`config.mk`:
```
export PLATFORM = sky130hd
export DESIGN_NAME = sdram_pwrup_seq
export DESIGN_NICKNAME = d
export VERILOG_FILES = /design/src/rtl/sdram_init_pkg.sv /design/src/rtl/sdram_init_timer.sv /design/src/rtl/sdram_init_fsm.sv /design/src/rtl/sdram_cmd_drive.sv /design/src/rtl/sdram_pwrup_seq.sv
export SDC_FILE = /design/constraint.sdc
export NUM_CORES = 1
export LEC_CHECK = 0
export ABC_AREA = 0
export BUFFER_PORTS_ARGS = -buffer_cell sky130_fd_sc_hd__buf_2
export CORE_MARGIN = 2
export CORE_UTILIZATION = 55
export DETAILED_ROUTE_END_ITERATION = 10
export PLACE_DENSITY = 0.78
export REMOVE_ABC_BUFFERS = 1
export SKIP_LAST_GASP = 1
export SLEW_MARGIN = 20
export SYNTH_ARGS = -nofsm -noshare
export SYNTH_HDL_FRONTEND = slang
export SYNTH_HIERARCHICAL = 1
export SYNTH_SLANG_ARGS = --single-unit
```
`constraint.sdc`:
```
create_clock -name clk -period 2.32 [get_ports clk]
set_clock_uncertainty 0.05 [all_clocks]
set_input_delay 0.232 -clock clk [delete_from_list [all_inputs] [get_ports clk]]
set_output_delay 0.232 -clock clk [all_outputs]
set_load 0.05 [all_outputs]
```
`src/rtl/sdram_init_pkg.sv`:
```
package sdram_init_pkg;

    typedef struct packed {
        logic cs_n;
        logic ras_n;
        logic cas_n;
        logic we_n;
    } sdr_cmd_t;

    localparam sdr_cmd_t CMD_NOP     = sdr_cmd_t'(4'b0111);
    localparam sdr_cmd_t CMD_PRECH   = sdr_cmd_t'(4'b0010);
    localparam sdr_cmd_t CMD_REFRESH = sdr_cmd_t'(4'b0001);
    localparam sdr_cmd_t CMD_MODESET = sdr_cmd_t'(4'b0000);

    // position of the all-bank flag during precharge
    localparam int ALLBANK_BIT = 10;

    typedef enum logic [2:0] {
        ST_PAUSE,
        ST_PRECH,
        ST_PRECH_WAIT,
        ST_REFRESH,
        ST_REFRESH_WAIT,
        ST_MODESET,
        ST_MODE_WAIT,
        ST_READY
    } init_state_e;

    // 12-bit mode word; reserved bits 7, 8, 10, 11 stay zero
    function automatic logic [11:0] mode_word(input logic [2:0] blen,
                                              input logic       btype,
                                              input logic [2:0] clat,
                                              input logic       wsingle);
        logic [11:0] w;
        w       = '0;
        w[2:0]  = blen;
        w[3]    = btype;
        w[6:4]  = clat;
        w[9]    = wsingle;
        return w;
    endfunction

    function automatic int max4(input int a, input int b, input int c, input int d);
        int m;
        m = a;
        if (b > m) m = b;
        if (c > m) m = c;
        if (d > m) m = d;
        return m;
    endfunction

endpackage

```
`src/rtl/sdram_init_timer.sv`:
```
module sdram_init_timer #(
    parameter int CNT_W   = 8,
    parameter int RST_VAL = 1
) (
    input  logic             clk,
    input  logic             rst,
    input  logic             load,
    input  logic [CNT_W-1:0] load_val,
    output logic             done
);
    logic [CNT_W-1:0] cnt;

    always_ff @(posedge clk) begin
        if (rst)
            cnt <= CNT_W'(RST_VAL);
        else if (load)
            cnt <= load_val;
        else if (cnt != '0)
            cnt <= cnt - 1'b1;
    end

    assign done = (cnt == '0);
endmodule

```
`src/rtl/sdram_init_fsm.sv`:
```
module sdram_init_fsm
    import sdram_init_pkg::*;
#(
    parameter int N_REFRESH     = 2,
    parameter bit REFRESH_FIRST = 1'b1,
    parameter int T_RP          = 2,
    parameter int T_RC          = 6,
    parameter int T_MRD         = 2,
    parameter int CNT_W         = 8
) (
    input  logic             clk,
    input  logic             rst,
    input  logic             tmr_done,
    output logic             tmr_load,
    output logic [CNT_W-1:0] tmr_val,
    output init_state_e      state
);
    localparam int RC_W = $clog2(N_REFRESH + 1);

    init_state_e state_q, state_d;
    logic [RC_W-1:0] ref_cnt;
    init_state_e after_prech, after_refs, after_mode;

    // the order of refresh and mode load is fixed at elaboration
    generate
        if (REFRESH_FIRST) begin : g_ref_first
            assign after_prech = ST_REFRESH;
            assign after_refs  = ST_MODESET;
            assign after_mode  = ST_READY;
        end else begin : g_mode_first
            assign after_prech = ST_MODESET;
            assign after_refs  = ST_READY;
            assign after_mode  = ST_MODE_WAIT;
        end
    endgenerate

    always_comb begin
        state_d = state_q;
        case (state_q)
            ST_PAUSE:        if (tmr_done) state_d = ST_PRECH;
            ST_PRECH:        state_d = ST_PRECH_WAIT;
            ST_PRECH_WAIT:   if (tmr_done) state_d = after_prech;
            ST_REFRESH:      state_d = ST_REFRESH_WAIT;
            ST_REFRESH_WAIT: if (tmr_done)
                                 state_d = (ref_cnt == RC_W'(N_REFRESH)) ? after_refs : ST_REFRESH;
            ST_MODESET:      state_d = after_mode;
            ST_MODE_WAIT:    if (tmr_done) state_d = ST_REFRESH;
            ST_READY:        state_d = ST_READY;
            default:         state_d = ST_PAUSE;
        endcase
    end

    always_comb begin
        tmr_load = 1'b0;
        tmr_val  = '0;
        case (state_q)
            ST_PRECH: begin
                tmr_load = 1'b1;
                tmr_val  = CNT_W'(T_RP - 1);
            end
            ST_REFRESH: begin
                tmr_load = 1'b1;
                tmr_val  = CNT_W'(T_RC - 1);
            end
            ST_MODESET: begin
                tmr_load = 1'b1;
                tmr_val  = CNT_W'(T_MRD - 1);
            end
            default: ;
        endcase
    end

    always_ff @(posedge clk) begin
        if (rst) begin
            state_q <= ST_PAUSE;
            ref_cnt <= '0;
        end else begin
            state_q <= state_d;
            if (state_q == ST_REFRESH)
                ref_cnt <= ref_cnt + 1'b1;
        end
    end

    assign state = state_q;
endmodule

```
`src/rtl/sdram_cmd_drive.sv`:
```
module sdram_cmd_drive
    import sdram_init_pkg::*;
#(
    parameter int       ADDR_W         = 12,
    parameter int       BA_W           = 2,
    parameter bit [2:0] CAS_LAT        = 3'd3,
    parameter bit       BURST_TYPE     = 1'b0,
    parameter bit [2:0] BURST_LEN_CODE = 3'd3,
    parameter bit       WRITE_SINGLE   = 1'b0
) (
    input  init_state_e       state,
    output sdr_cmd_t          cmd,
    output logic [ADDR_W-1:0] addr,
    output logic [BA_W-1:0]   ba,
    output logic              ready
);
    localparam logic [11:0] MODE_VAL =
        mode_word(BURST_LEN_CODE, BURST_TYPE, CAS_LAT, WRITE_SINGLE);

    always_comb begin
        cmd  = CMD_NOP;
        addr = '0;
        ba   = '0;
        case (state)
            ST_PRECH: begin
                cmd               = CMD_PRECH;
                addr[ALLBANK_BIT] = 1'b1;
            end
            ST_REFRESH: cmd = CMD_REFRESH;
            ST_MODESET: begin
                cmd  = CMD_MODESET;
                addr = ADDR_W'(MODE_VAL);
            end
            default: ;
        endcase
    end

    assign ready = (state == ST_READY);
endmodule

```
`src/rtl/sdram_pwrup_seq.sv`:
```
module sdram_pwrup_seq
    import sdram_init_pkg::*;
#(
    parameter int       CLK_MHZ        = 100,
    parameter int       PAUSE_US       = 200,
    parameter int       T_RP           = 2,
    parameter int       T_RC           = 6,
    parameter int       T_MRD          = 2,
    parameter int       N_REFRESH      = 2,
    parameter bit       REFRESH_FIRST  = 1'b1,
    parameter int       ADDR_W         = 12,
    parameter int       BA_W           = 2,
    parameter bit [2:0] CAS_LAT        = 3'd3,
    parameter bit       BURST_TYPE     = 1'b0,
    parameter bit [2:0] BURST_LEN_CODE = 3'd3,
    parameter bit       WRITE_SINGLE   = 1'b0
) (
    input  logic              clk,
    input  logic              rst,
    output logic              cke,
    output logic              dqm,
    output logic              cs_n,
    output logic              ras_n,
    output logic              cas_n,
    output logic              we_n,
    output logic [ADDR_W-1:0] addr,
    output logic [BA_W-1:0]   ba,
    output logic              ready
);
    localparam int PAUSE_CYC = CLK_MHZ * PAUSE_US;
    localparam int MAX_WAIT  = max4(PAUSE_CYC, T_RP, T_RC, T_MRD);
    localparam int CNT_W     = $clog2(MAX_WAIT + 1);

    init_state_e      state;
    logic             tmr_load, tmr_done;
    logic [CNT_W-1:0] tmr_val;
    sdr_cmd_t         cmd;

    sdram_init_timer #(
        .CNT_W   (CNT_W),
        .RST_VAL (PAUSE_CYC - 1)
    ) u_timer (
        .clk      (clk),
        .rst      (rst),
        .load     (tmr_load),
        .load_val (tmr_val),
        .done     (tmr_done)
    );

    sdram_init_fsm #(
        .N_REFRESH     (N_REFRESH),
        .REFRESH_FIRST (REFRESH_FIRST),
        .T_RP          (T_RP),
        .T_RC          (T_RC),
        .T_MRD         (T_MRD),
        .CNT_W         (CNT_W)
    ) u_fsm (
        .clk      (clk),
        .rst      (rst),
        .tmr_done (tmr_done),
        .tmr_load (tmr_load),
        .tmr_val  (tmr_val),
        .state    (state)
    );

    sdram_cmd_drive #(
        .ADDR_W         (ADDR_W),
        .BA_W           (BA_W),
        .CAS_LAT        (CAS_LAT),
        .BURST_TYPE     (BURST_TYPE),
        .BURST_LEN_CODE (BURST_LEN_CODE),
        .WRITE_SINGLE   (WRITE_SINGLE)
    ) u_drive (
        .state (state),
        .cmd   (cmd),
        .addr  (addr),
        .ba    (ba),
        .ready (ready)
    );

    // clock enable and mask stay high for the whole start-up
    assign cke   = 1'b1;
    assign dqm   = 1'b1;
    assign cs_n  = cmd.cs_n;
    assign ras_n = cmd.ras_n;
    assign cas_n = cmd.cas_n;
    assign we_n  = cmd.we_n;
endmodule

```
==> results of run 1 <==
## area by class of cell
class | count | area share [%]
Sequential cell | 20 | 28.3
Timing Repair Buffer | 13 | 5.14
Inverter | 10 | 2.66
Multi-Input combinational cell | 135 | 57.5
Tap cell | 30 | 2.66
Clock buffer | 3 | 1.59
Clock inverter | 1 | 2.13
## power groups by stage
stage                     Sequential (mW)  Clock [mW]  Combinational, mW
after CTS                           0.352       0.296             0.0717
after detailed placement            0.360           0             0.0714
final                               0.353       0.292             0.0724
after global placement              0.359           0             0.0704
after floorplan                     0.359           0             0.0625
after global routing                0.353       0.312             0.0793
## worst paths after layout
kind,startpoint,to,slack (ns)
worst max-delay path,u_timer/cnt[0]$_SDFFE_PP1P_,u_timer/cnt[5]$_SDFFE_PP0P_,0.22
worst min-delay path,rst,u_fsm/state[0]$_SDFFE_PP0P_,0.26
worst max register to register,u_timer/cnt[0]$_SDFFE_PP1P_,u_timer/cnt[5]$_SDFFE_PP0P_,0.22
worst min register to register,u_timer/cnt[14]$_SDFFE_PP1P_,u_timer/cnt[14]$_SDFFE_PP1P_,0.50
## worst register-to-register path: stages, from the launching register on
cell and delay [ns]:
sky130_fd_sc_hd__dfxtp_1 0.39, sky130_fd_sc_hd__inv_1 0.09, sky130_fd_sc_hd__ha_1 0.23, sky130_fd_sc_hd__nor4b_2 0.16, sky130_fd_sc_hd__buf_4 0.16, sky130_fd_sc_hd__and4_1 0.30, sky130_fd_sc_hd__or3_1 0.38, sky130_fd_sc_hd__a221oi_1 0.25
## layer usage
metal	global-route usage, %	vias up
met1	25.0	519
met3	4.92	8
met5	0	-
met4	10.8	0
met2	32.3	65
li1	-	585
## flip-flops by register name (all words and copies together) (netlist names)
name           count
u_timer/cnt       15
u_fsm/ref_cnt      2
u_fsm/state        3
## synth_stat cells, drive strengths merged
master,n
nor3b,1
and3,1
or4,3
buf,30
conb,3
nand2,7
ha,2
a31oi,3
a311oi,2
dfxtp,20
nand2b,5
a221oi,2
and3b,1
and4,1
mux2,3
o31ai,3
o2bb2ai,1
o211ai,1
nand3b,1
a21oi,12
nor2,16
clkbuf,3
nor2b,2
or4b,1
nor4b,1
nand3,5
a211oi,1
xor2,1
o21bai,1
a21o,1
nor3,5
o41ai,1
o311a,1
a2111o,1
xnor2,2
or3,5
a211o,1
nor4,2
mux2i,3
o21ai,11
inv,10
## logic make-up after synthesis
family,Yosys count,synth area share [%]
muxes,6,5.08
buffers and inverters,43,19.6
AOI/OAI and AO/OA,42,19.4
other,3,0.801
and+or+nand+nor,57,23.0
adders and majority gates,2,1.78
DFF,20,28.5
xor gates and xnor gates,3,1.87
==> metrics list, run 1 <==
- Switching fraction of total power: about 25%
- CTS resizes: 0
- Metal1 wirelength: 1200 um
- After detailed placement, the design holds a cell count of 208.
- Max stage delay cell, worst path: sky130_fd_sc_hd__dfxtp_1
- Minimum hold slack: approximately 0.26 ns
- The clock network is responsible for between 40 and 50% of the overall power.
- Setup TNS after final layout: 0 ns
* Tightest slew margin relative to the limit: between 50% and 60%
- The core region is approximately 2500 um2.
- Width of the die: between 50 and 60 um
* Pin count of the biggest net entering global routing: 24
* Switching pwr: ~0.18 mW
- The internal portion of the total power is between 0.5 and 0.6 mW.
- The library cell used most frequently in the layout, excluding fill and tap cells, is sky130_fd_sc_hd__conb_1.
* Sequential Power Share: 49.2%
* Remaining Overflow, GRT: 0
- Most area-consuming cells after synthesis: sky130_fd_sc_hd__dfxtp_1 28%, sky130_fd_sc_hd__buf_4 15%, sky130_fd_sc_hd__nor2_1 4.3%
* Dpl ws: roughly 0.26 ns
- The layout has between 200 and 250 filler cells.
- Boundary Pins: 23
* Number of cells on the worst reg-to-reg path: 7
- The number of buffers and inverters on the critical path is 2.
* Global-route wire length before repair: around 4300 um
* Warnings, synthesis: 6
- Maximum capacitance violations: 0
* Total number of H-tree levels: 1
- After the last flow step, the layout net total stands at 187.
- At the pin with the least slew margin, the transition time is 0.599 ns.
- Global routing used between 20% and 30% of the available tracks.
* Post-layout power: between 0.7 and 0.8 mW
- Leaving out filler cells and counting taps, the final layout contains between 200 and 250.
- 0 antenna diodes ended up in the layout.
- The synthesized design spends more area on one cell type than any other, namely sky130_fd_sc_hd__dfxtp_1.
- Number of buffers inserted by post-CTS setup repair: 0
- Placement row count: 18
* Sequential cell area in the final layout: between 400 and 500 um2
- The area growth from synthesis to layout is 0.534%.
* End-of-flow core utilization: 57.5%
* Maximum root-to-sink buffer count: 2
- Critical Path RT: ~2.5 ns
- Outcome: complete, no violations
* Root Buffer Master: sky130_fd_sc_hd__clkbuf_4
* Routed via count divided by cell count: roughly 5.6
* HPWL after detailed placement: between 1500 and 2000 um
* Final Wtd Congestion: 0.885
* Number of cells on the worst hold path: 2
* RSZ-0062 raised after global routing: no
* Final-report max-slew violation count: 0
* Top routing layer in use: met4
- Leading cell types in the layout, fill and taps excluded: 25 x sky130_fd_sc_hd__conb_1, 20 x sky130_fd_sc_hd__dfxtp_1, 16 x sky130_fd_sc_hd__nor2_1, 11 x sky130_fd_sc_hd__a21oi_1
* Hold WC Path Type: primary input to flip-flop
- Of the total power, combinational logic draws between 10 and 15%.
* Total iterations of the first detailed-routing run: 4
* Footprint of the multi-input gates: 812 um2
- Clock latency on the worst-skew pair, taken at its later pin, is 0.31 ns.
* TritonCTS clock tree: done
- Of all nets on the critical path, the largest fanout is 9.
* Avg WL per Cell: between 10 and 15 um
- Cell class contributing the biggest share of worst-path delay: simple AND/OR/NAND/NOR gates
- Die Y: 54.5 um
* Final Cell Area: 1410 um2
- Each instance of the synthesized netlist takes up on average roughly 8.0 um2.
- The initial antenna violation count came to 0.
- Area enclosed by the die boundary: 2980 um2
* Gate Count Post-Synth: around 180
* Overall routed net length: between 2000 and 3000 um
- Met2 wire length: around 1200 um
- Initial cell density of the core: between 50% and 60%
- Total of buffers placed on input and output ports: 10
* Overall via count from detail_route: ~1200
- Setup violations remaining at the end of the flow were counted as 0.
- The count of endpoints failing hold in the final timing report is 0.
* Post-synthesis register bit count: 20
- The critical path is of the flip-flop to flip-flop type.
- Number of buffers inserted by hold repair at cts: 0
- Power per standard cell area: 508 nW/um2
- Stage delay of the slowest cell on the critical path: 0.39 ns
- Type of element launching the critical path: flip-flop
* Wire length on met3: approximately 230 um
- Counting distinct cell types in the post-synthesis netlist gives 47.
- Minimum setup slack in the final design: 0.215 ns
* Number of DRC markers in iteration 0: 49
- The cell area that synthesis handed to floorplanning was ~1400 um2.
- Fraction of final layout cells with drive strength greater than 1: 13.7%
- Timing would allow up to around 480 MHz.
- CTS Buf Count: 3
- Leakage power figure: roughly 0.54 nW
- Arrival time at the worst endpoint: roughly 2.3 ns
- Fraction of post-synthesis cell area in the top cell type by area: between 20% and 30%
- The placed instances occupy a cell area of roughly 1400 um2.
- In the finished design, the share of the clock period the worst path needs comes to between 90% and 100%.
* Chain of cells forming the critical path: inv_1 -> ha_1 -> nor4b_2 -> buf_4 -> and4_1 -> or3_1 -> a221oi_1
* Number of clock sinks: 20
- Endpoint type of the worst setup path: flip-flop
- Register area share after synthesis: 28.5%
* Number of cells on the critical path: 7
- DRC: 0
* Remaining number of nets flagged by the antenna check after routing: 0
* Minimum period implied by the final worst setup slack: about 2.1 ns
- Clock slew at the register clock pins of the worst setup and hold paths: 0.12 ns
* Number of global-route vias before repair: 1005
- The worst-case IR drop observed on VDD is 0.000427 V.
Power figures use the tool's default switching activity.
==> run 2: changes to the inputs <==
--- a/config.mk
+++ b/config.mk
@@ -10,6 +10,7 @@
 export CORE_MARGIN = 2
 export CORE_UTILIZATION = 55
 export DETAILED_ROUTE_END_ITERATION = 10
+export MAX_ROUTING_LAYER = met4
 export PLACE_DENSITY = 0.78
 export REMOVE_ABC_BUFFERS = 1
 export SKIP_LAST_GASP = 1
==> metrics list, run 2 (synthesis results as in run 1) <==
* Outcome: complete, no violations
* Arrival time at the worst endpoint: 2.28 ns (about the same)
- Kind of critical path: flip-flop to flip-flop
- The wire length of the first global-routing pass came to 4290 um (-0.16%).
* Stage delay of the slowest cell on the critical path: 0.39 ns (about the same)
- The area growth from synthesis to layout was 0.534% (unchanged).
- The clock sink total is 20 (unchanged).
- Critical Path RT: 2.49 ns (about the same)
- Antenna violations before repair: 0 (unchanged)
- The final clock period utilization by the worst path came to 90.6% (about the same).
- The via density per instance is 5.56 (about the same).
- Total iterations of the first detailed-routing run: 4 (unchanged)
* Number of nets in the finished design: 187 (unchanged)
- The via count of the first global-routing pass came to 1006 (+0.10%).
- Avg WL per Cell: 12.6 um (-1.3%)
- Maximum resistive drop on vdd: 0.000427 V (+0.11%)
- Fillers: 226 (unchanged)
* Number of cells on the worst hold path: 2 (unchanged)
- Fraction of final layout cells with drive strength greater than 1: 13.7% (unchanged)
- The area of the die was 2980 um2 (unchanged).
- Minimum setup slack in the final design: 0.217 ns (+0.00203 ns)
* Number of DRC markers in iteration 0: 41 (-16%)
* Global Route Usage Sum: 20.8% (+0.57 points)
- Total number of H-tree levels: 1 (unchanged)
- CTS resizes: 0 (unchanged)
* Pin count of the biggest net entering global routing: 24 (unchanged)
* Hold path start: rst
- The leftover overflow at the end of global routing is 0 (unchanged).
* Endpoint type of the worst setup path: flip-flop
- Type of element launching the critical path: flip-flop
- Worst-Margin Slew: 0.608 ns (+0.00925 ns)
- The worst register-to-register path ends at u_timer/cnt[5]$_SDFFE_PP0P_.
- Largest register FFs: 15 (unchanged)
- For hold timing, the worst endpoint is u_fsm/state[0]$_SDFFE_PP0P_.
- Cell class contributing the biggest share of worst-path delay: simple AND/OR/NAND/NOR gates
- The pre-CTS setup slack was 0.264 ns (unchanged).
- Final-report max-slew violation count: 0 (unchanged)
- RSZ-0062 raised after global routing: no
* Footprint of the multi-input gates: 812 um2 (unchanged)
* Width of the die: 54.5 um (unchanged)
- The post-placement cell count is 208 (unchanged).
- Number of buffers inserted by post-CTS setup repair: 0 (unchanged)
- The final weighted congestion in routability-driven placement came to 0.900 (+1.7%).
* Hold WC Path Type: primary input to flip-flop
- The count of endpoints failing hold in the final timing report was 0 (unchanged).
- The largest fanout of any net on the critical path was 9 (unchanged).
* DRC: 0 (unchanged)
- The startpoint identified for the worst register-to-register timing path is u_timer/cnt[0]$_SDFFE_PP1P_.
- HPWL after detailed placement: 1930 um (unchanged)
- The I/O pin count was 23 (unchanged).
- The max-slew headroom at the worst pin is 59.1% (-0.62 points).
- Minimum period implied by the final worst setup slack: 2.10 ns (-0.00203 ns)
* Die Y: 54.5 um (unchanged)
* Ant. Diodes: 0 (unchanged)
- Leakage power figure: 0.540 nW (unchanged)
- Power per standard cell area: 508 nW/um2 (about the same)
* Overall routed net length: 2680 um (-1.3%)
* Sum of buffers and inverters on the critical path: 2 (unchanged)
* Floorplan Core Area: 2450 um2 (unchanged)
* Overall via count from detail_route: 1178 (+0.085%)
* Fmax: 476 MHz (about the same)
- The total of endpoints with negative setup slack in the final report came to 0 (unchanged).
- TritonCTS built the clock tree.
- Number of standard cells in the layout, taps in and fillers out: 212 (unchanged)
- CTS Buf Count: 3 (unchanged)
- Register bank with the most flops: u_timer/cnt
- The total of hold buffers inserted after clock tree synthesis came to 0 (unchanged).
* Worst R2R Setup Slack: 0.22 ns (about the same)
* Initial cell density of the core: 57.2% (unchanged)
- Maximum capacitance violations: 0 (unchanged)
- Remaining number of nets flagged by the antenna check after routing: 0 (unchanged)
* Placement row count: 18 (unchanged)
- The library cell used most frequently in the layout, excluding fill and tap cells, is sky130_fd_sc_hd__conb_1.
* Maximum root-to-sink buffer count: 2 (unchanged)
- Chain of cells forming the critical path: inv_1 -> ha_1 -> nor4b_2 -> buf_4 -> and4_1 -> or3_1 -> a221oi_1
- The area taken by flip-flops and latches was 400 um2 (unchanged).
* Leading cell types in the layout, fill and taps excluded: 25 x sky130_fd_sc_hd__conb_1, 20 x sky130_fd_sc_hd__dfxtp_1, 16 x sky130_fd_sc_hd__nor2_1, 11 x sky130_fd_sc_hd__a21oi_1
* Clock slew at the register clock pins of the worst setup and hold paths: 0.12 ns (about the same)
- The largest individual stage delay along the critical path comes from the cell sky130_fd_sc_hd__dfxtp_1.
- Total of buffers placed on input and output ports: 10 (unchanged)
* Clock network latency to the later pin of the worst-skew pair: 0.31 ns (about the same)
* Root Buffer Master: sky130_fd_sc_hd__clkbuf_4
* Number of cells on the worst reg-to-reg path: 7 (unchanged)
## run 2: final cells by class
class	count	share of cell area, %
Multi-Input combinational cell	135	57.5
Sequential cell	20	28.3
Timing Repair Buffer	13	5.14
Inverter	10	2.66
Tap cell	30	2.66
Clock inverter	1	2.13
Clock buffer	3	1.59
## run 2: where the power goes
part,switching (mW),internal (mW),total [mW]
clock network,0.118,0.175,0.293
registers,0.00477,0.348,0.353
logic,0.0603,0.0120,0.0724
total,0.183,0.535,0.718
## run 2: how the worst max path moves through the flow
stage	startpoint	to	cells after the start
6_report	u_timer/cnt[0]$_SDFFE_PP1P_	u_timer/cnt[5]$_SDFFE_PP0P_	7
5_1_grt	u_timer/cnt[0]$_SDFFE_PP1P_	u_timer/cnt[5]$_SDFFE_PP0P_	7
4_1_cts	u_timer/cnt[0]$_SDFFE_PP1P_	u_timer/cnt[5]$_SDFFE_PP0P_	7
3_5_place_dp	u_timer/cnt[0]$_SDFFE_PP1P_	u_timer/cnt[5]$_SDFFE_PP0P_	7
3_3_place_gp	u_timer/cnt[0]$_SDFFE_PP1P_	u_timer/cnt[5]$_SDFFE_PP0P_	7
2_1_floorplan	u_fsm/state[0]$_SDFFE_PP0P_	addr[0]	2
## run 2: per-stage QoR
step	setup TNS, ns	utilization (%)	cell area (um2)	hold slack [ns]	total power, mW
global placement	0	55.4	1360	0.455	0.430
detailed placement	0	55.4	1360	0.465	0.431
global route	0	57.5	1410	0.275	0.745
CTS	0	57.5	1410	0.260	0.720
finish	0	57.5	1410	0.259	0.718
floorplan	-4.44	-	1250	0.244	0.421
## run 2: routing by layer
layer | vias to the layer above | track usage (%) | wire, um
li1 | 585 | - | -
met1 | 527 | 25.0 | 1180
met2 | 64 | 32.3 | 1250
met3 | 2 | 4.92 | 230
met4 | 0 | 10.8 | 23
met5 | - | - | 0
==> run 3: changes to the inputs <==
--- a/config.mk
+++ b/config.mk
@@ -11,7 +11,7 @@
 export CORE_UTILIZATION = 55
 export DETAILED_ROUTE_END_ITERATION = 10
 export MAX_ROUTING_LAYER = met4
-export PLACE_DENSITY = 0.78
+export PLACE_DENSITY = 0.88
 export REMOVE_ABC_BUFFERS = 1
 export SKIP_LAST_GASP = 1
 export SLEW_MARGIN = 20
==> metrics list, run 3 (synthesis results as in run 1) <==
* Chain of cells forming the critical path: inv_1 -> ha_1 -> nor4b_2 -> buf_4 -> and4_1 -> or3_1 -> a221oi_1
- Remaining Overflow, GRT: 0 (unchanged)
- The final clock period utilization by the worst path is 87.8% (-2.8 points).
* Maximum fanout count along the critical path: 9 (unchanged)
- The area taken by flip-flops and latches came to 400 um2 (unchanged).
- The count of endpoints failing hold in the final timing report was 0 (unchanged).
- The number of gates resized after cts is 0 (unchanged).
- Root Buffer Master: sky130_fd_sc_hd__clkbuf_4
- The worst hold path begins at rst.
- The critical path is of the flip-flop to flip-flop type.
* Clock slew at the register clock pins of the worst setup and hold paths: 0.10 ns (-0.02 ns)
* Number of clock sinks: 20 (unchanged)
- Leaving out fill and tap cells, the most frequent cell in the layout is sky130_fd_sc_hd__conb_1.
- The I/O pin count came to 23 (unchanged).
* Total of buffers placed on input and output ports: 10 (unchanged)
* Minimum hold slack: 0.285 ns (+0.0263 ns)
- Clock network latency to the later pin of the worst-skew pair: 0.30 ns (about the same)
- Fillers: 226 (unchanged)
- Largest register FFs: 15 (unchanged)
- Endpoint type of the worst setup path: flip-flop
- The worst hold path belongs to the class primary input to flip-flop.
* Antenna violations before repair: 0 (unchanged)
- Leakage power figure: 0.531 nW (-1.6%)
- The stage delay of the slowest cell on the critical path came to 0.39 ns (about the same).
- The area occupied by multi-input gates is 812 um2 (unchanged).
- Reg-to-reg critical path startpoint: u_timer/cnt[0]$_SDFFE_PP1P_
- The critical path data arrival time was 2.20 ns (-0.08 ns).
- Power per standard cell area: 423 nW/um2 (-17%)
- Maximum root-to-sink buffer count: 2 (unchanged)
- Sum of buffers and inverters on the critical path: 2 (unchanged)
- The final sum of negative setup slack came to 0 ns (unchanged).
* Global-route wire length before repair: 3750 um (-13%)
- The fraction of layout instances using a drive strength above 1 was 13.7% (unchanged).
- The area of the die came to 2980 um2 (unchanged).
- Maximum resistive drop on vdd: 0.000266 V (-38%)
* Cell class contributing the biggest share of worst-path delay: simple AND/OR/NAND/NOR gates
- Max stage delay cell, worst path: sky130_fd_sc_hd__or3_1
* TritonCTS clock tree: done
- The horizontal die dimension came to 54.5 um (unchanged).
* Setup Viol. Count Final: 0 (unchanged)
- The total power consumption of the routed design is 0.587 mW (-18%).
- Fmax: 491 MHz (+3.2%)
- Outcome: complete, no violations
- Worst R2R Setup Slack: 0.28 ns (+0.07 ns)
* Number of global-route vias before repair: 875 (-13%)
* Dpl ws: 0.302 ns (+0.0383 ns)
- Register bank with the most flops: u_timer/cnt
* Avg WL per Cell: 11.0 um (-13%)
- Final Wtd Congestion: 0.843 (-6.3%)
* DRC: 0 (unchanged)
- Minimum setup slack in the final design: 0.283 ns (+0.0656 ns)
* Instance area after placement: 1370 um2 (+0.55%)
* Number of cells on the worst reg-to-reg path: 7 (unchanged)
* Final-report max-slew violation count: 0 (unchanged)
* Number of nets in the finished design: 188 (+0.53%)
- The total of hold buffers inserted after clock tree synthesis is 0 (unchanged).
* Initial cell density of the core: 57.2% (unchanged)
- Leading cell types in the layout, fill and taps excluded: 25 x sky130_fd_sc_hd__conb_1, 20 x sky130_fd_sc_hd__dfxtp_1, 16 x sky130_fd_sc_hd__nor2_1, 11 x sky130_fd_sc_hd__a21oi_1
- Number of buffers inserted by post-CTS setup repair: 0 (unchanged)
* Critical Path RT: 2.48 ns (about the same)
- Minimum period implied by the final worst setup slack: 2.04 ns (-0.0656 ns)
* Ant. Diodes: 0 (unchanged)
- The number of standard-cell rows in the floorplan is 18 (unchanged).
- The final instance area came to 1390 um2 (-1.6%).
* Number of DRC markers in iteration 0: 24 (-41%)
* CTS Buf Count: 3 (unchanged)
- Global Route Usage Sum: 18.3% (-2.5 points)
- The detailed-router iteration count before antenna repair came to 4 (unchanged).
* Floorplan Core Area: 2450 um2 (unchanged)
- Maximum capacitance violations: 0 (unchanged)
- Total number of H-tree levels: 1 (unchanged)
- Syn-to-layout area delta: -1.07%
- In this run the critical register-to-register path is captured at u_timer/cnt[5]$_SDFFE_PP0P_.
- The placed wire-length estimate is 1730 um (-10%).
- The cell count along the critical path was 7 (unchanged).
- The maximum number of pins on one net before global-route repair was 24 (unchanged).
- Type of element launching the critical path: flip-flop
- The worst hold path cell count is 2 (unchanged).
- The number of antenna-violating nets in the routed design is 0 (unchanged).
- The path with the worst hold slack has its endpoint at u_fsm/state[0]$_SDFFE_PP0P_.
* Overall via count from detail_route: 1137 (-3.5%)
- The die height is 54.5 um (unchanged).
- The via density per instance was 5.36 (-3.5%).
- The sum of routed wire length over all layers is 2330 um (-13%).
* RSZ-0062 raised after global routing: no
## run 3: changes by cell type in the layout (fill, tap and decap cells not counted)
cell / change
sky130_fd_sc_hd__bufinv_16: -1
sky130_fd_sc_hd__buf_4: +1
## run 3: worst register-to-register path, stage by stage (launching register included)
cell and delay (ns):
sky130_fd_sc_hd__dfxtp_1 0.35, sky130_fd_sc_hd__inv_1 0.07, sky130_fd_sc_hd__ha_1 0.23, sky130_fd_sc_hd__nor4b_2 0.17, sky130_fd_sc_hd__buf_4 0.16, sky130_fd_sc_hd__and4_1 0.31, sky130_fd_sc_hd__or3_1 0.39, sky130_fd_sc_hd__a221oi_1 0.23
## run 3: cell type report
class / count / share of cell area, %
tap: 30 / 2.70
clock buffer: 3 / 1.62
multi-input combinational: 135 / 58.4
timing repair buffer: 14 / 5.76
inverter: 10 / 2.70
sequential: 20 / 28.8
## run 3: metrics by stage
stage          util (%)  cells
4_1_cts            56.6    212
3_3_place_gp       55.7    209
6_report           56.6    212
3_5_place_dp       55.7    209
5_1_grt            56.6    212
2_1_floorplan         -    165
## run 3: worst max path at each step
stage,to,slack (ns),start
2_1_floorplan,addr[0],-1.11,u_fsm/state[0]$_SDFFE_PP0P_
3_3_place_gp,u_timer/cnt[8]$_SDFFE_PP0P_,0.32,u_timer/cnt[0]$_SDFFE_PP1P_
3_5_place_dp,u_timer/cnt[8]$_SDFFE_PP0P_,0.30,u_timer/cnt[0]$_SDFFE_PP1P_
4_1_cts,u_timer/cnt[5]$_SDFFE_PP0P_,0.29,u_timer/cnt[0]$_SDFFE_PP1P_
5_1_grt,u_timer/cnt[1]$_SDFFE_PP1P_,0.14,u_timer/cnt[0]$_SDFFE_PP1P_
6_report,u_timer/cnt[5]$_SDFFE_PP0P_,0.28,u_timer/cnt[0]$_SDFFE_PP1P_
## run 3: where the power goes
| group | leakage, nW | switching (mW) | internal, mW | total [mW] |
|---|---|---|---|---|
| combinational | 0.356 | 0.0602 | 0.0122 | 0.0725 |
| clock | 0.0138 | 0.103 | 0.0606 | 0.163 |
| sequential | 0.162 | 0.00400 | 0.348 | 0.352 |
## run 3: layer usage
| layer | vias up | part of all wire [%] | track usage, % | wire length (um) |
|---|---|---|---|---|
| li1 | 591 | - | - | - |
| met1 | 501 | 46 | 23.3 | 1080 |
| met2 | 40 | 46 | 26.7 | 1070 |
| met3 | 5 | 5.8 | 3.28 | 134 |
| met4 | 0 | 2.2 | 11.3 | 51 |
| met5 | - | 0 | - | 0 |
